===== src/rtl/gcm_pkg.sv =====
package gcm_pkg;
   typedef enum logic [1:0] {
      ADJ_HOLD = 2'd0,
      ADJ_UP   = 2'd1,
      ADJ_DOWN = 2'd2
   } adj_e;
endpackage


===== src/rtl/gcm_gray2bin.sv =====
module gcm_gray2bin #(
   parameter int W = 11
) (
   input  logic [W-1:0] gray_i,
   output logic [W-1:0] bin_o
);
   for (genvar i = 0; i < W; i++) begin : g_bit
      assign bin_o[i] = ^gray_i[W-1:i];
   end
endmodule


===== src/rtl/gcm_bin2gray.sv =====
module gcm_bin2gray #(
   parameter int W = 11
) (
   input  logic [W-1:0] bin_i,
   output logic [W-1:0] gray_o
);
   assign gray_o[W-1] = bin_i[W-1];
   for (genvar i = 0; i < W-1; i++) begin : g_bit
      assign gray_o[i] = bin_i[i] ^ bin_i[i+1];
   end
endmodule


===== src/rtl/gcm_fine_align.sv =====
module gcm_fine_align
   import gcm_pkg::*;
#(
   parameter int W = 11
) (
   input  logic         en_i,
   input  logic         quad_a_i,
   input  logic         quad_b_i,
   input  logic [W-1:0] coarse_bin_i,
   output logic [W-1:0] aligned_bin_o
);
   localparam logic [W-1:0] ONE = {{(W-1){1'b0}}, 1'b1};

   adj_e adj;
   logic sub_phase;

   // Low bit of the fine binary position inside one coarse half-period.
   assign sub_phase = quad_a_i ^ quad_b_i;

   always_comb begin
      adj = ADJ_HOLD;
      if (en_i && (coarse_bin_i[0] != quad_b_i)) begin
         adj = sub_phase ? ADJ_DOWN : ADJ_UP;
      end
   end

   always_comb begin
      unique case (adj)
         ADJ_UP:   aligned_bin_o = coarse_bin_i + ONE;
         ADJ_DOWN: aligned_bin_o = coarse_bin_i - ONE;
         default:  aligned_bin_o = coarse_bin_i;
      endcase
   end
endmodule


===== src/rtl/gray_track_merger.sv =====
module gray_track_merger #(
   parameter int COARSE_W = 11,
   parameter int INTERP_W = 4
) (
   input  logic                               clk,
   input  logic                               rst_n,
   input  logic                               corr_en,
   input  logic [COARSE_W-1:0]                coarse_gray,
   input  logic                               fine_a,
   input  logic                               fine_b,
   input  logic [INTERP_W-1:0]                interp,
   output logic [COARSE_W+INTERP_W:0]         pos_word
);
   localparam int OUT_W    = COARSE_W + 1 + INTERP_W;
   localparam int FINE_POS = INTERP_W;

   if (COARSE_W < 2) begin : g_chk_coarse
      $error("COARSE_W must be at least 2");
   end
   if (INTERP_W < 1) begin : g_chk_interp
      $error("INTERP_W must be at least 1");
   end
   if (FINE_POS != OUT_W - COARSE_W - 1) begin : g_chk_layout
      $error("field layout inconsistent");
   end

   logic [COARSE_W-1:0] coarse_bin;
   logic [COARSE_W-1:0] aligned_bin;
   logic [COARSE_W-1:0] aligned_gray;
   logic [OUT_W-1:0]    word_d;

   gcm_gray2bin #(.W(COARSE_W)) u_g2b (
      .gray_i (coarse_gray),
      .bin_o  (coarse_bin)
   );

   gcm_fine_align #(.W(COARSE_W)) u_align (
      .en_i          (corr_en),
      .quad_a_i      (fine_a),
      .quad_b_i      (fine_b),
      .coarse_bin_i  (coarse_bin),
      .aligned_bin_o (aligned_bin)
   );

   gcm_bin2gray #(.W(COARSE_W)) u_b2g (
      .bin_i  (aligned_bin),
      .gray_o (aligned_gray)
   );

   assign word_d = {aligned_gray, fine_a, interp};

   always_ff @(posedge clk or negedge rst_n) begin
      if (!rst_n) pos_word <= '0;
      else        pos_word <= word_d;
   end
endmodule


===== config.mk =====
export PLATFORM = sky130hd
export DESIGN_NAME = gray_track_merger
export DESIGN_NICKNAME = d
export VERILOG_FILES = /design/src/rtl/gcm_pkg.sv /design/src/rtl/gcm_gray2bin.sv /design/src/rtl/gcm_bin2gray.sv /design/src/rtl/gcm_fine_align.sv /design/src/rtl/gray_track_merger.sv
export SDC_FILE = /design/constraint.sdc
export NUM_CORES = 1
export LEC_CHECK = 0
export CAP_MARGIN = 30
export CORE_MARGIN = 10
export CORE_UTILIZATION = 40
export DETAILED_ROUTE_END_ITERATION = 6
export DONT_BUFFER_PORTS = 1
export GPL_ROUTABILITY_DRIVEN = 0
export MAX_ROUTING_LAYER = met4
export PLACE_DENSITY = 0.6
export SETUP_SLACK_MARGIN = 0.3
export SYNTH_ARGS = -nofsm -noshare
export SYNTH_HDL_FRONTEND = slang
export SYNTH_SLANG_ARGS = --single-unit

===== constraint.sdc =====
create_clock -name clk -period 0.8 [get_ports clk]
set_clock_uncertainty 0.15 [all_clocks]
set_input_delay 0.16 -clock clk [delete_from_list [all_inputs] [get_ports clk]]
set_output_delay 0.16 -clock clk [all_outputs]
set_load 0.02 [all_outputs]

==> impl_metrics.yaml, run 1 <==
clock_network:
  cts_root_buf: "clkbuf_8"
  clock_path_buffers: 2
  cts_sinks: 16
  cts_buffers: 3
  clk_pin_slew_ps: 60
  h-tree-depth: 1
  cts_tree: "done"
global_route:
  groute.usage.overall_pct: 11.47
  antenna_found_initial: 0
  overflow: 0
  grt_pass1_vias: 1265
  grt_busiest_layer: "met2"
  use_met2_pct: 19.43
  use_met3_pct: 1.766
  grt_util_met1_pct: 13.84
  grt_pass1_wl_mm: 5.947
  grt_max_degree: 18
critical_path:
  required_ps: 810
  critical_path_class: "in -> reg"
  startpoint_type: "primary input"
  crit_path_start: "coarse_gray[10]"
  cp_max_fo: 5
  endpoint_kind: "flop"
  worstPathCellList: "xnor3_2 > xnor3_4 > xor2_4 > xnor2_1 > nand2b_4 > nor2_4 > buf_4 > ha_4 > a21o_1 > a21oi_2 > a21boi_0 > o22a_1 > a41oi_2 > xnor2_1 > mux2i_1 > xor2_1"
  slowest_stage: "xnor3_2"
  crit_path_frequent_cell: "xnor2_1"
  cp.arrival_ps: 3260
  crit_buf_inv: 1
  cp_top_family: "XOR/XNOR gates"
  slowest_delay_ps: 410
finish:
  largest_register_ffs: 16
  antenna_cells: 0
  nNetsFinal: 222
  regMostFlops: "pos_word"
  drive_gt1_share_pct: 52.85
  areaGrowthSynthToFinish_pct: 41.36
  top_regs: "pos_word x16"
  fill_cells: 330
detailed_routing:
  num_vias: 1256
  firstDrtPassIters: 4
  ant_nets: 0
  via_per_inst: 5.212
  drc_errors: 0
  drt_iter0_markers: 30
  wirelength_mm: 3.553
  wl_per_cell_um: 14.74
yosys:
  syn_area_um2: 1476
  yosysSeqAreaShare_pct: 27.12
  synth_top_area_share_pct: 27.12
  syn_nets: 175
  synthTopCellsByArea: "dfrtp_1 (27%), xor2_1 (11%), xnor2_1 (8.9%)"
  synthAdderAreaFrac_pct: 6.780
  synth_xor_xnor_area_share_pct: 30.17
  synth_top_cell_by_area: "dfrtp_1"
  yosys_warnings: 0
  synthesis.instances: 147
  yosys_register_bits: 16
  synthSimpleGateAreaFrac_pct: 11.44
  synth-main-ff-cell: "dfrtp_1"
  synth-edff-count: 0
  async_flop_share_pct: 100.0
  postSynthAreaPerCell_um2: 10.04
  synth_cell_type_count: 47
  synth_top_family_by_area: "XOR/XNOR gates"
  synth_mux_area_share_pct: 5.000
  synth_compound_area_share_pct: 17.12
job:
  drv_cap: 0
floorplan:
  die_height_um: 80.76
  start_util_pct: 40.94
  die_w_um: 80.76
  die_area_um2: 6521
  ios: 36
  core.rowCount: 22
  core-area_um2: 3606
run_status:
  failed_checks: "negative hold slack, negative setup slack"
  status: "finished, violations left"
timing:
  period_needed_ps: 3248
  hold_ws_ps: -541.4
  hold_viol_final: 21
  post-route-period-util_pct: 406.0
  finalWorstSetupSlack_ps: -2448
  slew_viol_final: 0
  fmax_ghz: 0.3079
  setup_viol: 27
  fin_setup_tns_ps: -26660
  slew_headroom_pct: 78.20
  worstMarginPinSlew_ps: 324.7
  rsz0062_at_grt: "yes"
power_and_ir_drop:
  p_leak_nw: 0.9247
  ir_drop_uv: 1491
  powerDensity_nw_per_um2: 3498
place:
  port_buffers: 0
  dpl.hpwl_mm: 2.964
worst_hold_path:
  hold_class: "in -> async"
worst max-delay path by stage:
stage	cells past startpoint	to	slack [ps]
after floorplan	15	pos_word[13]	-2780
after global placement	17	pos_word[14]	-2760
after detailed placement	15	pos_word[14]	-2780
after CTS	17	pos_word[14]	-2420
after global routing	16	pos_word[13]	-2640
final	16	pos_word[13]	-2450
power by group:
| part | leakage [nW] | switching (mW) | internal (mW) | total (mW) |
|---|---|---|---|---|
| Combinational | 0.724 | 2.29 | 2.64 | 4.94 |
| Clock | 0.0288 | 0.237 | 0.435 | 0.672 |
| Sequential | 0.172 | 0.500 | 1.19 | 1.69 |
| Total | 0.925 | 3.03 | 4.27 | 7.30 |
synthesized netlist by cell type, drive strengths merged (3+ instances only):
cell / number
nor2: 13
o21ai: 4
ha: 8
inv: 3
a21o: 4
xnor3: 3
a31oi: 3
xnor2: 17
dfrtp: 16
a21oi: 9
nand2: 9
mux2i: 7
xor2: 19
nor3: 3
per-stage QoR:
stage / util (%) / area (um2) / cells / worst slack (ps) / total power, mW
floorplan: - / 1521 / 147 / -2783 / 4.642
global route: 57.88 / 2087 / 241 / -2640 / 7.890
CTS: 55.86 / 2014 / 237 / -2415 / 7.144
global placement: 50.69 / 1828 / 227 / -2764 / 5.877
finish: 57.88 / 2087 / 241 / -2448 / 7.300
detailed placement: 50.69 / 1828 / 227 / -2775 / 5.976
kinds of logic after synthesis:
family / after synthesis
AND/OR/NAND/NOR: 35
buffers and inverters: 7
multiplexers: 7
AO/OA/AOI/OAI: 35
flip-flops: 16
adder cells (fa/ha/maj): 8
XOR/XNOR: 39
layout by cell type (no fill, tap or decap), drive strengths merged:
cell type  instances
xnor2             17
o21a               1
clkbuf             4
a31o               1
o2111ai            1
and2               2
or2                1
a211oi             1
a21o               4
ha                 8
nor2              13
buf               46
nand3              2
a21oi              9
xor2              19
a311oi             1
nor2b              1
and4               1
o311a              1
o211ai             1
a41oi              1
nor3               3
o2bb2ai            1
o21bai             1
dfrtp             16
mux2i              7
o22ai              1
o21ai              4
a221oi             1
nand2              9
a21boi             2
xnor3              3
a31oi              3
inv                3
nand3b             1
o22a               1
nand2b             2
repair_timing:
item | 4_1_cts | 5_1_grt
endpoints found under the setup margin | 27 | 27
endpoints found under the hold margin | 21 | 21
gates resized for setup | 25 | 12
setup buffers | 6 | 4
pin swaps | 9 | 21
area by class of cell:
| class | instances | area (um2) | share of cell area, % |
|---|---|---|---|
| multi-input cells | 124 | 1189 | 56.95 |
| flip-flops and latches | 16 | 419.2 | 20.08 |
| repair buffers | 46 | 352.8 | 16.91 |
| well taps | 48 | 60.06 | 2.878 |
| clock buffers | 4 | 55.05 | 2.638 |
| inverters | 3 | 11.26 | 0.5396 |
per-layer routing:
| metal | vias up | wire [um] |
|---|---|---|
| li1 | 610 | - |
| met1 | 603 | 1515 |
| met2 | 39 | 1736 |
| met3 | 4 | 267 |
| met4 | 0 | 33 |
| met5 | - | 0 |
(Power assumes the default switching activity.)
==> run 2, diff against run 1 <==
Settings changed: MAX_ROUTING_LAYER met4 to not set.
==> run 2 against run 1 <==
Against the previous run: the flow still finishes with violations (negative hold slack, negative setup slack); critical endpoint unchanged; clock-buffer cell count unchanged; routed wire length increased by 0.53%; via count decreased by 0.24%; non-clock buffer count unchanged; combinational power decreased by 0.8%; cell count unchanged; fmax increased by 0.59%; hold slack about the same; die area unchanged; core utilization decreased by 0.24 points.
==> impl_metrics.yaml, run 2 (same netlist as run 1, synthesis figures left out) <==
finish:
  layout_common_cells: "buf_4 (45), xor2_1 (16), dfrtp_2 (15), xnor2_1 (13), nor2_1 (12)"
  nNetsFinal: 222
  layout_commonest_cell: "buf_4"
  drive_gt1_share_pct: 52.33
  areaGrowthSynthToFinish_pct: 40.76
  antenna_cells: 0
  multiInputGateArea_um2: 1184
  layout.area.seq_um2: 419.2
  regMostFlops: "pos_word"
  fill_cells: 332
  final_util_pct: 57.63
  largest_register_ffs: 16
  top_regs: "pos_word x16"
floorplan:
  die_area_um2: 6521
  die_w_um: 80.76
  die_height_um: 80.76
  core.rowCount: 22
  start_util_pct: 40.94
  core-area_um2: 3606
  ios: 36
power_and_ir_drop:
  finalPower_mw: 7.261
  ir_drop_uv: 1490
  p_leak_nw: 0.9227
  powerDensity_nw_per_um2: 3494
timing:
  post-route-period-util_pct: 403.6
  fmax_ghz: 0.3097
  rsz0062_at_grt: "yes"
  hold_ws_ps: -541.3
  setup_viol: 27
  worstMarginPinSlew_ps: 329.1
  fin_setup_tns_ps: -26570
  finalWorstSetupSlack_ps: -2429
  slew_headroom_pct: 77.90
  period_needed_ps: 3229
  slew_viol_final: 0
  hold_viol_final: 21
detailed_routing:
  via_per_inst: 5.199
  num_vias: 1253
  drt_iter0_markers: 36
  firstDrtPassIters: 4
  wl_per_cell_um: 14.82
  drc_errors: 0
  ant_nets: 0
  wirelength_mm: 3.572
global_route:
  grt_max_degree: 18
  antenna_found_initial: 0
  overflow: 0
  grt_pass1_wl_mm: 5.934
  grt_pass1_vias: 1269
  groute.usage.overall_pct: 11.09
place:
  dpl.hpwl_mm: 2.964
  port_buffers: 0
critical_path:
  cp_max_fo: 5
  cp.arrival_ps: 3240
  startpoint_type: "primary input"
  crit_path_frequent_cell: "xnor2_1"
  required_ps: 810
  endpoint_kind: "flop"
  slowest_stage: "xnor3_2"
  critical_path_class: "in -> reg"
  slowest_delay_ps: 410
  worstPathCellList: "xnor3_2 > xnor3_4 > xor2_4 > xnor2_1 > nand2b_4 > nor2_4 > buf_4 > ha_4 > a21o_1 > a21oi_2 > a21boi_0 > o22a_1 > a41oi_2 > xnor2_1 > mux2i_1 > xor2_1"
clock_network:
  cts_root_buf: "clkbuf_8"
  cts_sinks: 16
  cts_buffers: 3
  cts_tree: "done"
  clk_pin_slew_ps: 60
  clock_path_buffers: 2
  h-tree-depth: 1
run_status:
  status: "finished, violations left"
  failed_checks: "negative hold slack, negative setup slack"
worst_hold_path:
  hold_class: "in -> async"
job:
  drv_cap: 0
## run 2: critical path, delay by kind of cell
| family | cells | cell delay [ps] |
|---|---|---|
| xor gates and xnor gates | 6 | 1320 |
| AOI/OAI and AO/OA | 5 | 860 |
| and+or+nand+nor | 2 | 290 |
| muxes | 1 | 220 |
| adders and majority gates | 1 | 200 |
| buffers and inverters | 1 | 180 |
## run 2: what timing repair did
action                                  CTS  global route
setup buffers                             6             4
pin swaps                                 9            20
hold endpoints to repair                 21            21
gates resized for setup                  25            10
endpoints found under the setup margin   27            27
## run 2: final cells by class
class	instances	area share, %
Tap cell	48	2.890
Multi-Input combinational cell	124	56.95
Clock buffer	4	2.649
Sequential cell	16	20.17
Inverter	3	0.5418
Timing Repair Buffer	46	16.80
## run 2: per-stage QoR
stage	setup WS, ps	hold slack (ps)	instances	cell area (um2)
after detailed placement	-2775	-285.1	227	1828
after global placement	-2764	-285.1	227	1828
after CTS	-2415	-546.5	237	2014
after floorplan	-2783	-285.6	147	1521
final	-2429	-541.3	241	2078
after global routing	-2613	-549.9	241	2078
## run 2: where the power goes
| group | total, mW | switching, mW | internal (mW) |
|---|---|---|---|
| clock | 0.672 | 0.237 | 0.435 |
| sequential | 1.69 | 0.500 | 1.19 |
| combinational | 4.90 | 2.28 | 2.62 |
## run 2: worst max path at each step
stage                         start            to  slack, ps  depth (start not counted)
floorplan           coarse_gray[10]  pos_word[13]      -2780                         15
global placement    coarse_gray[10]  pos_word[14]      -2760                         17
detailed placement  coarse_gray[10]  pos_word[14]      -2780                         15
CTS                  coarse_gray[9]  pos_word[14]      -2420                         17
global route        coarse_gray[10]  pos_word[13]      -2610                         16
finish              coarse_gray[10]  pos_word[13]      -2430                         16
## run 2: layer usage
metal  part of all wire [%]  track usage [%]  vias to the layer above
li1                       -                -                      609
met2                     49            19.43                       36
met4                   0.92            3.114                        0
met1                     43            13.45                      604
met5                      0                0                        -
met3                    7.7            2.208                        4
